<file path="src/rtl/fwp_pkg.sv">
package fwp_pkg;

  localparam logic [7:0] OPC_WREN = 8'h06;
  localparam logic [7:0] OPC_WRDI = 8'h04;
  localparam logic [7:0] OPC_RDSR = 8'h05;
  localparam logic [7:0] OPC_BYTE = 8'h02;
  localparam logic [7:0] OPC_WORD = 8'hAD;
  localparam logic [7:0] FILLER   = 8'h00;

  // one state per kind of byte put on the engine port
  typedef enum logic [3:0] {
    ST_IDLE, ST_PCMD, ST_PDUM, ST_WREN, ST_OPC, ST_ADR, ST_DAT, ST_WRDI, ST_FIN
  } step_e;

  // where the sequence stands when a status poll completes
  typedef enum logic [2:0] {
    PH_PRE, PH_HEAD, PH_WORD, PH_LOOPEND, PH_TAIL, PH_END, PH_ABORT
  } phase_e;

  // address byte idx of an nb-byte big-endian address
  function automatic logic [7:0] addr_byte(input logic [31:0] a,
                                           input int unsigned idx,
                                           input int unsigned nb);
    return 8'(a >> (8 * (nb - 1 - idx)));
  endfunction

  function automatic logic word_fits(input logic [31:0] remaining);
    return remaining >= 32'd2;
  endfunction

  function automatic logic one_left(input logic [31:0] remaining);
    return remaining == 32'd1;
  endfunction

endpackage

</file>
<file path="src/rtl/fwp_poll_timer.sv">
module fwp_poll_timer #(
  parameter int POLL_MAX = 4096
) (
  input  logic clk,
  input  logic rst_n,
  input  logic clr,
  input  logic sample,
  input  logic busy,
  output logic expired
);
  localparam int CW = $clog2(POLL_MAX + 1);

  logic [CW-1:0] cnt;

  assign expired = sample && busy && (cnt == CW'(POLL_MAX - 1));

  always_ff @(posedge clk or negedge rst_n) begin
    if (!rst_n) begin
      cnt <= '0;
    end else if (clr || expired || (sample && !busy)) begin
      cnt <= '0;
    end else if (sample && busy) begin
      cnt <= cnt + CW'(1);
    end
  end

  // the count of busy replies never reaches the limit without expiring
  p_cnt_bound_r9: assert property (@(posedge clk) disable iff (!rst_n)
    cnt < CW'(POLL_MAX));

endmodule

</file>
<file path="src/rtl/fwp_progress.sv">
module fwp_progress #(
  parameter int AW = 24,
  parameter int LW = 16
) (
  input  logic          clk,
  input  logic          rst_n,
  input  logic          load,
  input  logic [AW-1:0] load_addr,
  input  logic [LW-1:0] load_len,
  input  logic          step,
  output logic [AW-1:0] cur_addr,
  output logic [LW-1:0] rem,
  output logic [LW-1:0] sent
);

  always_ff @(posedge clk or negedge rst_n) begin
    if (!rst_n) begin
      cur_addr <= '0;
      rem      <= '0;
      sent     <= '0;
    end else if (load) begin
      cur_addr <= load_addr;
      rem      <= load_len;
      sent     <= '0;
    end else if (step) begin
      cur_addr <= cur_addr + AW'(1);
      rem      <= rem - LW'(1);
      sent     <= sent + LW'(1);
    end
  end

  // a data byte is only sent while bytes remain
  p_no_underflow_r10: assert property (@(posedge clk) disable iff (!rst_n)
    step |-> (rem != '0));

  // sent plus remaining stays equal to the requested length
  p_sum_kept_r10: assert property (@(posedge clk) disable iff (!rst_n)
    !load |=> (LW'(sent + rem) == $past(LW'(sent + rem))));

endmodule

</file>
<file path="src/rtl/fwp_tx_mux.sv">
module fwp_tx_mux
  import fwp_pkg::*;
#(
  parameter int NB = 3,
  parameter int IW = 2
) (
  input  step_e         st,
  input  logic [7:0]    op,
  input  logic [31:0]   addr,
  input  logic [IW-1:0] idx,
  input  logic [1:0]    dat_left,
  input  logic          in_valid,
  input  logic [7:0]    in_data,
  output logic          valid,
  output logic [7:0]    tx,
  output logic          last
);

  always_comb begin
    valid = 1'b1;
    tx    = FILLER;
    last  = 1'b0;
    unique case (st)
      ST_PCMD: tx = OPC_RDSR;
      ST_PDUM: begin tx = FILLER; last = 1'b1; end
      ST_WREN: begin tx = OPC_WREN; last = 1'b1; end
      ST_OPC:  tx = op;
      ST_ADR:  tx = addr_byte(addr, 32'(idx), NB);
      ST_DAT:  begin
        valid = in_valid;
        tx    = in_data;
        last  = (dat_left == 2'd1);
      end
      ST_WRDI: begin tx = OPC_WRDI; last = 1'b1; end
      default: valid = 1'b0;
    endcase
  end

endmodule

</file>
<file path="src/rtl/flash_word_prog.sv">
module flash_word_prog
  import fwp_pkg::*;
#(
  parameter int AW       = 24,
  parameter int LW       = 16,
  parameter int POLL_MAX = 4096
) (
  input  logic          clk,
  input  logic          rst_n,
  input  logic          req_valid,
  output logic          req_ready,
  input  logic [AW-1:0] req_addr,
  input  logic [LW-1:0] req_len,
  input  logic          in_valid,
  output logic          in_ready,
  input  logic [7:0]    in_data,
  output logic          eng_valid,
  input  logic          eng_ready,
  output logic [7:0]    eng_tx,
  output logic          eng_last,
  input  logic [7:0]    eng_rx,
  output logic          done,
  output logic          err,
  output logic [LW-1:0] sent_count
);
  localparam int NB = (AW + 7) / 8;
  localparam int IW = (NB > 1) ? $clog2(NB) : 1;

  step_e         st;
  phase_e        ph;
  logic [7:0]    op;
  logic [IW-1:0] idx;
  logic [1:0]    dat_left;
  logic          first_word;
  logic          err_q;

  logic [AW-1:0] cur_addr;
  logic [LW-1:0] rem;

  // named internal events
  logic hs, poll_reply, dev_busy, data_step, load, timeout;
  logic more_words, tail_one, addr_odd;

  assign hs         = eng_valid && eng_ready;
  assign poll_reply = (st == ST_PDUM) && hs;
  assign dev_busy   = eng_rx[0];
  assign data_step  = (st == ST_DAT) && hs;
  assign load       = (st == ST_IDLE) && req_valid;
  assign more_words = word_fits(32'(rem));
  assign tail_one   = one_left(32'(rem));
  assign addr_odd   = cur_addr[0];

  assign req_ready  = (st == ST_IDLE);
  assign in_ready   = data_step;
  assign done       = (st == ST_FIN);
  assign err        = err_q;

  fwp_progress #(.AW(AW), .LW(LW)) u_prog (
    .clk(clk), .rst_n(rst_n), .load(load), .load_addr(req_addr),
    .load_len(req_len), .step(data_step), .cur_addr(cur_addr),
    .rem(rem), .sent(sent_count)
  );

  fwp_poll_timer #(.POLL_MAX(POLL_MAX)) u_timer (
    .clk(clk), .rst_n(rst_n), .clr(load), .sample(poll_reply),
    .busy(dev_busy), .expired(timeout)
  );

  fwp_tx_mux #(.NB(NB), .IW(IW)) u_mux (
    .st(st), .op(op), .addr(32'(cur_addr)), .idx(idx), .dat_left(dat_left),
    .in_valid(in_valid), .in_data(in_data), .valid(eng_valid),
    .tx(eng_tx), .last(eng_last)
  );

  always_ff @(posedge clk or negedge rst_n) begin
    if (!rst_n) begin
      st         <= ST_IDLE;
      ph         <= PH_PRE;
      op         <= FILLER;
      idx        <= '0;
      dat_left   <= '0;
      first_word <= 1'b0;
      err_q      <= 1'b0;
    end else begin
      unique case (st)
        ST_IDLE: if (req_valid) begin
          err_q      <= 1'b0;
          first_word <= 1'b1;
          ph         <= PH_PRE;
          st         <= (req_len == '0) ? ST_FIN : ST_PCMD;
        end
        ST_PCMD: if (hs) st <= ST_PDUM;
        ST_PDUM: if (hs) begin
          if (timeout) begin
            err_q <= 1'b1;
            ph    <= PH_ABORT;
            st    <= ST_WRDI;
          end else if (dev_busy) begin
            st <= ST_PCMD;
          end else begin
            unique case (ph)
              PH_PRE: st <= ST_WREN;
              PH_HEAD, PH_WORD: begin
                if (more_words) begin
                  op       <= OPC_WORD;
                  dat_left <= 2'd2;
                  ph       <= PH_WORD;
                  st       <= ST_OPC;
                end else begin
                  ph <= PH_LOOPEND;
                  st <= ST_WRDI;
                end
              end
              PH_LOOPEND: begin
                if (tail_one) begin
                  ph <= PH_TAIL;
                  st <= ST_WREN;
                end else begin
                  st <= ST_FIN;
                end
              end
              PH_TAIL: begin
                ph <= PH_END;
                st <= ST_WRDI;
              end
              default: st <= ST_FIN;
            endcase
          end
        end
        ST_WREN: if (hs) begin
          if (ph == PH_TAIL || addr_odd) begin
            op       <= OPC_BYTE;
            dat_left <= 2'd1;
            if (ph != PH_TAIL) ph <= PH_HEAD;
            st       <= ST_OPC;
          end else if (more_words) begin
            op       <= OPC_WORD;
            dat_left <= 2'd2;
            ph       <= PH_WORD;
            st       <= ST_OPC;
          end else begin
            ph <= PH_LOOPEND;
            st <= ST_WRDI;
          end
        end
        ST_OPC: if (hs) begin
          idx <= '0;
          if (op == OPC_WORD && !first_word) begin
            st <= ST_DAT;
          end else begin
            if (op == OPC_WORD) first_word <= 1'b0;
            st <= ST_ADR;
          end
        end
        ST_ADR: if (hs) begin
          if (idx == IW'(NB - 1)) st <= ST_DAT;
          else                     idx <= idx + IW'(1);
        end
        ST_DAT: if (hs) begin
          dat_left <= dat_left - 2'd1;
          if (dat_left == 2'd1) st <= ST_PCMD;
        end
        ST_WRDI: if (hs) begin
          st <= (ph == PH_LOOPEND) ? ST_PCMD : ST_FIN;
        end
        ST_FIN: st <= ST_IDLE;
        default: st <= ST_IDLE;
      endcase
    end
  end

  // command bytes stay put until the engine takes them
  p_hold_r12: assert property (@(posedge clk) disable iff (!rst_n)
    (eng_valid && !eng_ready && st != ST_DAT) |=>
      (eng_valid && $stable(eng_tx) && $stable(eng_last)));

  // done lasts one cycle and the block is then free again
  p_done_pulse_r13: assert property (@(posedge clk) disable iff (!rst_n)
    done |=> (!done && req_ready));

  // a word command is only started with two bytes left
  p_word_fit_r5: assert property (@(posedge clk) disable iff (!rst_n)
    (st == ST_OPC && op == OPC_WORD) |-> (rem >= LW'(2)));

  // an expired poll is followed by write-disable with err set
  p_abort_r9: assert property (@(posedge clk) disable iff (!rst_n)
    (poll_reply && timeout) |=> (eng_valid && eng_tx == OPC_WRDI && err));

  // the stream moves only with an engine handshake
  p_in_ready_r11: assert property (@(posedge clk) disable iff (!rst_n)
    in_ready |-> (eng_valid && eng_ready && in_valid));

endmodule

</file>
<file path="config.mk">
export PLATFORM = sky130hd
export DESIGN_NAME = flash_word_prog
export DESIGN_NICKNAME = d
export VERILOG_FILES = /design/src/rtl/fwp_pkg.sv /design/src/rtl/fwp_poll_timer.sv /design/src/rtl/fwp_progress.sv /design/src/rtl/fwp_tx_mux.sv /design/src/rtl/flash_word_prog.sv
export SDC_FILE = /design/constraint.sdc
export NUM_CORES = 1
export LEC_CHECK = 0
export ABC_AREA = 1
export BUFFER_PORTS_ARGS = -buffer_cell sky130_fd_sc_hd__buf_2
export CORE_ASPECT_RATIO = 0.8
export CORE_MARGIN = 3
export CORE_UTILIZATION = 25
export CTS_BUF_LIST = sky130_fd_sc_hd__clkbuf_4
export DETAILED_ROUTE_END_ITERATION = 6
export SETUP_SLACK_MARGIN = 0.1
export SLEW_MARGIN = 10
export SYNTH_ARGS = -nofsm -noshare
export SYNTH_HDL_FRONTEND = slang
export SYNTH_SLANG_ARGS = --single-unit
</file>
<file path="constraint.sdc">
create_clock -name clk -period 3.41 [get_ports clk]
set_clock_uncertainty 0.1 [all_clocks]
set_input_delay 0.341 -clock clk [delete_from_list [all_inputs] [get_ports clk]]
set_output_delay 0.341 -clock clk [all_outputs]
set_load 0.02 [all_outputs]
</file>
==> metrics.csv, run 1 <==
stage,metric,value,unit
status,status,completed,
critical_path,r2r_end,u_prog.cur_addr[7],
route,wl_per_cell,14.7,microns
finish,regArea,0.00225,sq mm
finish,drive_above_1_share,14.0,%
sta,fin_setup_tns,0,ps
route,drt_iter0_markers,500,
min_path,min_from,req_len[13],
finish,nNetsFinal,1018,
finish,final_cell_area,0.00705,sq mm
power_and_ir_drop,p_per_area,698,mW/mm^2
critical_path,cp-end-kind,output port,
yosys,ys_warn_count,0,
place,port_buffers,83,
sta,slew_violations,0,
critical_path,worstPathArrival,2610,ps
global_route,antenna_found_initial,2,
yosys,synth-xor-area-share,4.24,%
yosys,synth_area_per_cell,7.04,sq um
yosys,yosysTopAreaCell,dfrtp_1,
power_and_ir_drop,total_leakage_power,3.32,nW
power_and_ir_drop,power.switching,0.00240,W
yosys,async_flop_share,100,%
power_and_ir_drop,pwr-share-clk,14.1,%
global_route,grt_pass1_vias,5639,
sta,min_period,3050,ps
place,pre_cts_ws,860,ps
yosys,syn_nets,922,
yosys,synth_cell_types,49,
route,viasPerCell,4.72,
yosys,syn_area,0.00600,sq mm
yosys,yosys_register_bits,90,
sta,clock.fmax,328,MHz
power_and_ir_drop,internal_power,0.00252,W
min_path,hold_class,input port to flop,
clock_tree,cts_hold_buffers,16,
clock_tree,cts_resized,0,
yosys,synth-simple-area-share,33.6,%
clock_tree,clock_latency,480,ps
sta,hold_viol,0,
global_route,track_usage,14.6,%
power_and_ir_drop,swShare,48.8,%
route,wirelength,18700,microns
clock_tree,cts_tree,done,
finish,multi_input_area,0.00323,sq mm
finish,n_fill_cell,2566,
floorplan,initial_utilization,25.6,%
clock_tree,htreeDepth,3,
min_path,hold-path-cell-count,3,
sta,max_slew_margin,51.3,%
global_route,grt_max_degree,46,
critical_path,r2r_cells,10,
sta,rsz0062_at_grt,false,
critical_path,cp-start-kind,flop,
flow_run,drv_cap,0,
yosys,synthFlopType,dfrtp_1,
critical_path,required,2970,ps
route,dr.pass1.iters,5,
route,ant_nets,0,
yosys,netlist_instances,852,
clock_tree,clock-sinks,90,
floorplan,dieHeight,145,microns
yosys,synth_area_leaders,"dfrtp_1, nand2_1, nor2_1, inv_1, nand3_1",
min_path,min_to,u_prog.rem[13],
route,vias,5977,
yosys,yosysTopAreaCellShare,37.6,%
sta,fin_ws,357,ps
clock_tree,numCtsBuffers,9,
sta,setup_viol,0,
critical_path,reg2reg_slack,840,ps
place,dp_hpwl,13800,microns
critical_path,critPathKind,flop to output port,
clock_tree,cts_root_buf,clkbuf_4,
yosys,synth_fa_ha_area_share,1.88,%
power_and_ir_drop,comb_power_share,50.4,%
yosys,synth-edff-count,0,
yosys,yosysSeqAreaShare,37.6,%
clock_tree,post-cts-setup-buffers,0,
floorplan,fp.dieArea,0.0259,sq mm
place,dpl-instance-area,0.00673,sq mm
floorplan,rows,50,
critical_path,r2r_start,st[3],
global_route,gr-total-overflow,0,
floorplan,fp.dieW,179,microns
power_and_ir_drop,seqPwrFrac,35.5,%
sta,worst_pin_slew,724,ps
sta,layout_worst_path_cycle_share,89.5,%
yosys,synth_compound_area_share,14.0,%
yosys,synth_top_family_by_area,simple AND/OR/NAND/NOR gates,
floorplan,io_pins,91,
global_route,grt_pass1_wl,30000,microns
critical_path,crit_fanout,11,
finish,syn2layout_area_growth,17.6,%
power_and_ir_drop,irDropWorstVdd,0.000229,V
place,place_congestion,0.943,
floorplan,core,0.0235,sq mm
clock_tree,clk_pin_slew_worst_paths,150,ps
clock_tree,cts_buffer_depth,2,
route,drc_errors,0,
yosys,muxShareOfSynthArea,0.167,%
-- placed cells by master, fill, tap and decap left out, types with 4 or more instances in the layout --
cell type,instances
inv_2,5
a22oi_1,5
clkbuf_4,10
buf_4,8
o22ai_1,5
nor3_1,26
o211ai_1,24
xnor2_1,8
nor2_2,6
ha_1,9
nor2_1,121
xor2_1,21
nand4_1,17
a21oi_1,33
dlygate4sd3_1,16
nand3b_1,5
clkinv_1,5
buf_2,82
nand3_1,55
dfrtp_1,90
o21ai_0,41
inv_1,93
or2_2,4
nand2_1,213
a31oi_1,9
o31ai_1,6
-- worst max-delay path by stage --
stage / from / slack (ps) / endpoint
after floorplan: idx[0] / 940 / eng_tx[0]
after global placement: idx[0] / 890 / eng_tx[0]
after detailed placement: idx[0] / 860 / eng_tx[0]
after CTS: idx[0] / 300 / eng_tx[0]
after global routing: idx[0] / 160 / eng_tx[0]
final: idx[0] / 360 / eng_tx[0]
-- metal layers --
| layer | part of all wire [%] | track usage, % | vias up |
|---|---|---|---|
| li1 | - | - | 3005 |
| met5 | 0.070 | 0 | - |
| met3 | 5.1 | 2.23 | 25 |
| met1 | 50 | 21.3 | 2789 |
| met4 | 2.3 | 5.73 | 2 |
| met2 | 42 | 21.8 | 156 |
-- cell type report --
| type | count | share of cell area, % |
|---|---|---|
| antenna | 1 | 0.0355 |
| clock buffer | 10 | 1.06 |
| clock inverter | 6 | 1.15 |
| inverter | 103 | 5.55 |
| multi-input combinational | 638 | 45.8 |
| sequential | 90 | 31.9 |
| tap | 312 | 5.53 |
| timing repair buffer | 106 | 8.94 |
-- per-stage QoR --
stage          power, W  util, %  hold WS [ps]  instances
2_1_floorplan   0.00352        -         -54.6        852
3_3_place_gp    0.00418     28.7           310       1233
3_5_place_dp    0.00422     28.7           316       1233
4_1_cts         0.00495     30.1          7.02       1265
5_1_grt         0.00539     30.1          11.8       1266
6_report        0.00492     30.1          18.4       1266
-- cell usage after synthesis, types with 4 or more instances --
master,count
a21oi_1,33
a22oi_1,5
a31oi_1,9
buf_2,5
buf_4,4
clkbuf_1,7
dfrtp_1,90
ha_1,9
inv_1,93
inv_2,5
nand2_1,213
nand3_1,55
nand3b_1,5
nand4_1,17
nor2_1,121
nor2_2,6
nor3_1,26
o211ai_1,24
o21ai_0,41
o22ai_1,5
o31ai_1,6
or2_2,4
xnor2_1,8
xor2_1,21
-- kinds of logic after synthesis --
logic type | Yosys count
AND/OR/NAND/NOR | 461
AO/OA/AOI/OAI | 138
buffers and inverters | 124
flip-flops | 90
XOR/XNOR | 29
adder cells (fa/ha/maj) | 9
multiplexers | 1
-- worst max-delay path, cell delays in order, from the launching register on --
cell and delay [ps]:
dfrtp_1 450, clkinv_1 110, ha_1 450, nand2_1 240
o21ai_0 120, a221oi_1 370, o21ai_0 200, buf_2 200
-- power by group through the flow --
| stage | Clock, W | Sequential [W] | Combinational, W |
|---|---|---|---|
| 6_report | 0.000695 | 0.00175 | 0.00248 |
| 5_1_grt | 0.000765 | 0.00180 | 0.00282 |
| 4_1_cts | 0.000718 | 0.00174 | 0.00249 |
| 3_5_place_dp | 0 | 0.00176 | 0.00247 |
| 3_3_place_gp | 0 | 0.00175 | 0.00243 |
| 2_1_floorplan | 0 | 0.00166 | 0.00186 |
-- state kept, by name, summed over array words and instances (netlist names) --
register / cells
err: 1
idx: 2
dat_left: 2
u_prog.rem: 16
op: 8
st: 4
u_prog.cur_addr: 24
ph: 3
u_prog.sent: 16
u_timer.cnt: 13
first_word: 1
Note: power is estimated with default switching activity, not from simulation.
==> inputs of run 2 (changes only) <==
- REMOVE_ABC_BUFFERS: default -> 1
==> metrics.csv, run 2 (synthesized netlist as in run 1, its figures left out) <==
stage,metric,value,unit
global_route,track_usage,14.3,%
critical_path,critPathKind,flop to output port,
critical_path,worstPathArrival,2580,ps
sta,setup_viol,0,
critical_path,crit_chain,clkinv_2 -> ha_2 -> nand2_1 -> o21ai_0 -> nand2_1 -> o211ai_1 -> buf_2,
finish,nNetsFinal,1028,
sta,min_period,3030,ps
power_and_ir_drop,p_per_area,679,mW/mm^2
sta,fin_setup_tns,0,ps
route,wl_per_cell,14.3,microns
finish,layout.cells.most_common_list,"nand2_1, nor2_1, inv_1, dfrtp_1, buf_2",
floorplan,fp.dieArea,0.0259,sq mm
place,place_congestion,0.865,
route,dr.pass1.iters,6,
route,drc_errors,0,
power_and_ir_drop,total_leakage_power,3.34,nW
clock_tree,htreeDepth,3,
critical_path,cp-start-kind,flop,
global_route,grt_pass1_vias,5693,
sta,max_slew_margin,45.2,%
global_route,antenna_found_initial,1,
route,viasPerCell,4.70,
sta,worst_pin_slew,816,ps
clock_tree,clk_pin_slew_worst_paths,150,ps
critical_path,crit_fanout,18,
clock_tree,cts_tree,done,
critical_path,required,2970,ps
route,vias,6000,
clock_tree,clock_latency,480,ps
flow_run,drv_cap,0,
min_path,hold_class,input port to flop,
sta,rsz0062_at_grt,false,
finish,final_common_cell,nand2_1,
finish,syn2layout_area_growth,19.1,%
finish,drive_above_1_share,14.0,%
finish,largest-register,u_prog.cur_addr,
global_route,grt_pass1_wl,29300,microns
sta,layout_worst_path_cycle_share,88.7,%
power_and_ir_drop,p_total,0.00485,W
route,wirelength,18300,microns
critical_path,slowest_delay,500,ps
clock_tree,cts_root_buf,clkbuf_4,
sta,clock.fmax,331,MHz
critical_path,cp-end-kind,output port,
route,ant_nets,0,
sta,slew_violations,0,
critical_path,reg2reg_slack,830,ps
power_and_ir_drop,irDropWorstVdd,0.000246,V
floorplan,rows,50,
critical_path,slowest_stage,ha_2,
sta,hold_viol,0,
finish,reg_top3,"u_prog.cur_addr: 24 flops, u_prog.rem: 16 flops, u_prog.sent: 16 flops",
finish,largest_reg_flops,24,
global_route,grt_max_degree,53,
place,dp_hpwl,13500,microns
floorplan,fp.dieW,179,microns
clock_tree,numCtsBuffers,9,
finish,n_fill_cell,2613,
route,drt_iter0_markers,422,
clock_tree,clock-sinks,90,
floorplan,initial_utilization,25.6,%
place,dpl-instance-area,0.00673,sq mm
floorplan,dieHeight,145,microns
place,port_buffers,83,
clock_tree,cts_buffer_depth,2,
floorplan,io_pins,91,
clock_tree,post-cts-setup-buffers,0,
floorplan,core,0.0235,sq mm
status,status,completed,
global_route,gr-total-overflow,0,
finish,final_cell_area,0.00714,sq mm
critical_path,cpMostUsedCell,nand2_1,
## run 2: worst max-delay path, delay by kind of cell, from the launching register on
family | cells | cell delay, ps
AO/OA/AOI/OAI | 2 | 400
AND/OR/NAND/NOR | 2 | 290
flip-flops | 1 | 470
adder cells (fa/ha/maj) | 1 | 500
buffers and inverters | 2 | 430
## run 2: final cells by class
cell class              count  area, sq um  share of cell area, %
clock buffers               9         67.6                  0.946
repair buffers            116          733                   10.3
well taps                 312          390                   5.47
diodes                      1         2.50                 0.0350
inverters                 103          393                   5.50
multi-input cells         638         3230                   45.3
clock inverters             7         70.1                  0.981
flip-flops and latches     90         2250                   31.5
## run 2: routing by layer
| metal | track usage [%] | vias to the layer above | wire (microns) |
|---|---|---|---|
| met5 | 0 | - | 0 |
| met4 | 4.07 | 0 | 234 |
| met3 | 2.73 | 15 | 980 |
| met2 | 22.2 | 167 | 8120 |
| met1 | 20.4 | 2796 | 8920 |
| li1 | - | 3022 | - |
## run 2: metrics by stage
| step | instances | utilization, % | hold slack [ps] | setup WS, ps |
|---|---|---|---|---|
| floorplan | 831 | - | -54.6 | 948 |
| global placement | 1232 | 28.7 | 350 | 652 |
| detailed placement | 1232 | 28.7 | 345 | 571 |
| CTS | 1275 | 30.4 | 3.54 | 311 |
| global route | 1276 | 30.4 | 24.5 | 172 |
| finish | 1276 | 30.4 | 28.9 | 384 |
## run 2: power by group
part | switching [W] | internal [W]
clock network | 0.000404 | 0.000220
registers | 0.000368 | 0.00139
logic | 0.00163 | 0.000831
## run 2: what timing repair did
action / in CTS / in global routing
endpoints found under the setup margin: 2 / 0
hold buffers: 27 / 0
hold endpoints to repair: 76 / 0
gates resized for setup: 2 / 0
## run 2: path summary, 6_finish.rpt
| check | to | startpoint | cells after the start |
|---|---|---|---|
| max | eng_tx[3] | idx[0] | 7 |
| min reg2reg | first_word | first_word | 2 |
| min | u_prog.rem[3] | req_len[3] | 3 |
| max reg2reg | u_prog.rem[10] | st[3] | 10 |
| max in group asynchronous | u_prog.rem[7] | rst_n | 3 |
| min in group asynchronous | op[3] | rst_n | 2 |
==> inputs of run 3 (changes only) <==
- RECOVER_POWER: default -> 25
- SYNTH_HIERARCHICAL: default -> 1
==> metrics.csv, run 3 <==
stage,metric,value,unit
flow_run,drv_cap,1,
floorplan,fp.dieW,189,microns
floorplan,dieHeight,153,microns
route,wl_per_cell,13.3,microns
clock_tree,htreeDepth,3,
critical_path,r2r_start,st[2],
sta,worst_pin_slew,2310,ps
yosys,yosys_register_bits,90,
finish,largest_reg_flops,24,
min_path,min_to,u_prog/cur_addr[11],
finish,n_fill_cell,2881,
floorplan,io_pins,91,
critical_path,slowest_stage,dfrtp_2,
place,place_congestion,0.869,
status,failed_checks,"capacitance limit, slew limit",
place,dpl-instance-area,0.00754,sq mm
global_route,grt_pass1_vias,6223,
sta,rsz0062_at_grt,false,
finish,largest-register,u_prog/cur_addr,
place,pre_cts_ws,372,ps
yosys,yosysTopAreaCellShare,33.5,%
yosys,synthFlopType,dfrtp_1,
finish,drive_above_1_share,18.4,%
clock_tree,clk_pin_slew_worst_paths,170,ps
floorplan,rows,53,
floorplan,core,0.0263,sq mm
global_route,gr-total-overflow,0,
finish,reg_top3,"u_prog/cur_addr: 24 flops, u_prog/rem: 16 flops, u_prog/sent: 16 flops",
clock_tree,numCtsBuffers,9,
sta,clock.fmax,333,MHz
route,vias,6698,
yosys,async_flop_share,100,%
yosys,netlist_instances,982,
finish,syn2layout_area_growth,20.0,%
sta,layout_worst_path_cycle_share,88.1,%
route,ant_nets,0,
yosys,syn_area,0.00672,sq mm
global_route,track_usage,13.4,%
finish,final_cell_area,0.00806,sq mm
global_route,grt_pass1_wl,31800,microns
sta,whs,57.8,ps
critical_path,worstPathArrival,3280,ps
critical_path,cpMostUsedCell,nand2_1,
yosys,synth_area_leaders,"dfrtp_1, nand2_1, nor2_1, nand3_1, inv_1",
critical_path,cp-start-kind,flop,
critical_path,critPathKind,flop to flop,
finish,final_common_cell,nand2_1,
global_route,antenna_found_initial,2,
clock_tree,cts_tree,done,
yosys,synthMostInstantiatedCell,nand2_1,
sta,fin_ws,405,ps
yosys,synth-edff-count,0,
place,dp_hpwl,14700,microns
sta,slew_violations,42,
power_and_ir_drop,total_leakage_power,3.90,nW
global_route,grt_max_degree,42,
critical_path,slowest_delay,490,ps
yosys,yosysTopAreaCell,dfrtp_1,
floorplan,initial_utilization,25.5,%
route,viasPerCell,4.56,
route,drt_iter0_markers,526,
min_path,hold-path-cell-count,3,
critical_path,reg2reg_slack,400,ps
finish,final_core_util,30.6,%
sta,hold_viol,0,
finish,nNetsFinal,1174,
clock_tree,clock_latency,480,ps
yosys,synthTopCellsByCount,"nand2_1, nor2_1, inv_1",
floorplan,fp.dieArea,0.0289,sq mm
yosys,synth_cell_types,47,
power_and_ir_drop,p_per_area,651,mW/mm^2
clock_tree,cts_buffer_depth,2,
route,dr.pass1.iters,5,
route,wirelength,19500,microns
sta,min_period,3010,ps
power_and_ir_drop,irDropWorstVdd,0.000206,V
critical_path,r2r_end,dat_left[1],
clock_tree,clock-sinks,90,
sta,max_slew_margin,-54.3,%
sta,fin_setup_tns,0,ps
critical_path,crit_fanout,9,
sta,setup_viol,0,
critical_path,r2r_cells,21,
finish,layout.cells.most_common_list,"nand2_1, nor2_1, inv_1, dfrtp_1, nand3_1",
yosys,ys_warn_count,6,
min_path,min_from,req_addr[11],
route,drc_errors,0,
status,status,"finished, violations left",
min_path,hold_class,input port to flop,
critical_path,required,3690,ps
clock_tree,cts_root_buf,clkbuf_4,
critical_path,cp-end-kind,flop,
yosys,yosysSeqAreaShare,33.5,%
place,port_buffers,83,
yosys,synth_area_per_cell,6.84,sq um
critical_path,crit_chain,inv_1 -> nor2_1 -> nand2_1 -> inv_2 -> nand2_1 -> nand3_1 -> nand2_1 -> nor2_2 -> nand2_1 -> inv_1 -> nand3_4 -> inv_1 -> inv_1 -> nand2_1 -> nand2_4 -> nand2_4 -> a21oi_2 -> nand2_1 -> inv_2 -> nand2_1 -> o21ai_2,
run 3: cell types whose count changed in the layout (fill, tap and decap cells not counted), moves of 9 or more:
cell      change
nand3_1      +28
nor3_1       -17
nand2_1      +65
a21oi_1      -13
o211ai_1     -20
nand2_2       +9
o21bai_1     +10
nor2_1        +9
a22oi_1      +21
a31oi_1       -9
inv_1        +10
nor2_2       +20
run 3: area by class of cell:
cell class,instances,area (sq um),area share (%)
repair buffers,127,830,10.3
well taps,357,447,5.54
clock inverters,7,106,1.32
multi-input cells,759,3890,48.3
clock buffers,9,67.6,0.838
diodes,1,2.50,0.0310
inverters,119,457,5.67
flip-flops and latches,90,2260,28.0
run 3: through the flow:
step	cells	total power [W]
2_1_floorplan	968	0.00369
3_3_place_gp	1418	0.00443
3_5_place_dp	1418	0.00447
4_1_cts	1467	0.00528
5_1_grt	1469	0.00575
6_report	1469	0.00524
run 3: worst max path at each step:
stage / startpoint / endpoint / slack, ps / cells after the start
after floorplan: st[2] / u_prog/sent[7] / -340 / 13
after global placement: st[1] / dat_left[1] / 450 / 21
after detailed placement: st[1] / dat_left[1] / 370 / 21
after CTS: st[1] / dat_left[1] / 330 / 21
after global routing: st[2] / dat_left[1] / 100 / 21
final: st[2] / dat_left[1] / 400 / 21
run 3: critical path, delay by kind of cell, from the launching register on:
family	cells	cell delay [ps]
DFF	1	490
buffers and inverters	6	610
AOI/OAI and AO/OA	2	100
and+or+nand+nor	13	1600
run 3: report_power, final:
part / leakage (nW) / switching (W) / internal [W]
Clock: 0.0939 / 0.000429 / 0.000313
Sequential: 1.16 / 0.000453 / 0.00138
Combinational: 2.65 / 0.00174 / 0.000928
run 3: cell families after synthesis:
kind of cell	synth area share, %
other	0.0558
AOI/OAI and AO/OA	12.3
DFF	33.5
xor gates and xnor gates	2.22
buffers and inverters	8.98
and+or+nand+nor	41.7
adders and majority gates	1.30
run 3: per-layer routing:
layer	vias up	track usage [%]	part of all wire (%)	wire, microns
li1	3417	-	-	-
met1	3118	19.6	51	9950
met2	150	20.6	43	8360
met3	11	2.78	5.1	991
met4	2	2.08	0.80	155
met5	-	0	0.067	13
run 3: what timing repair did:
action,4_1_cts,5_1_grt
resized for setup,0,4
setup buffers,0,0
endpoints found under the hold margin,71,1
endpoints found under the setup margin,0,11
hold buffers,33,1
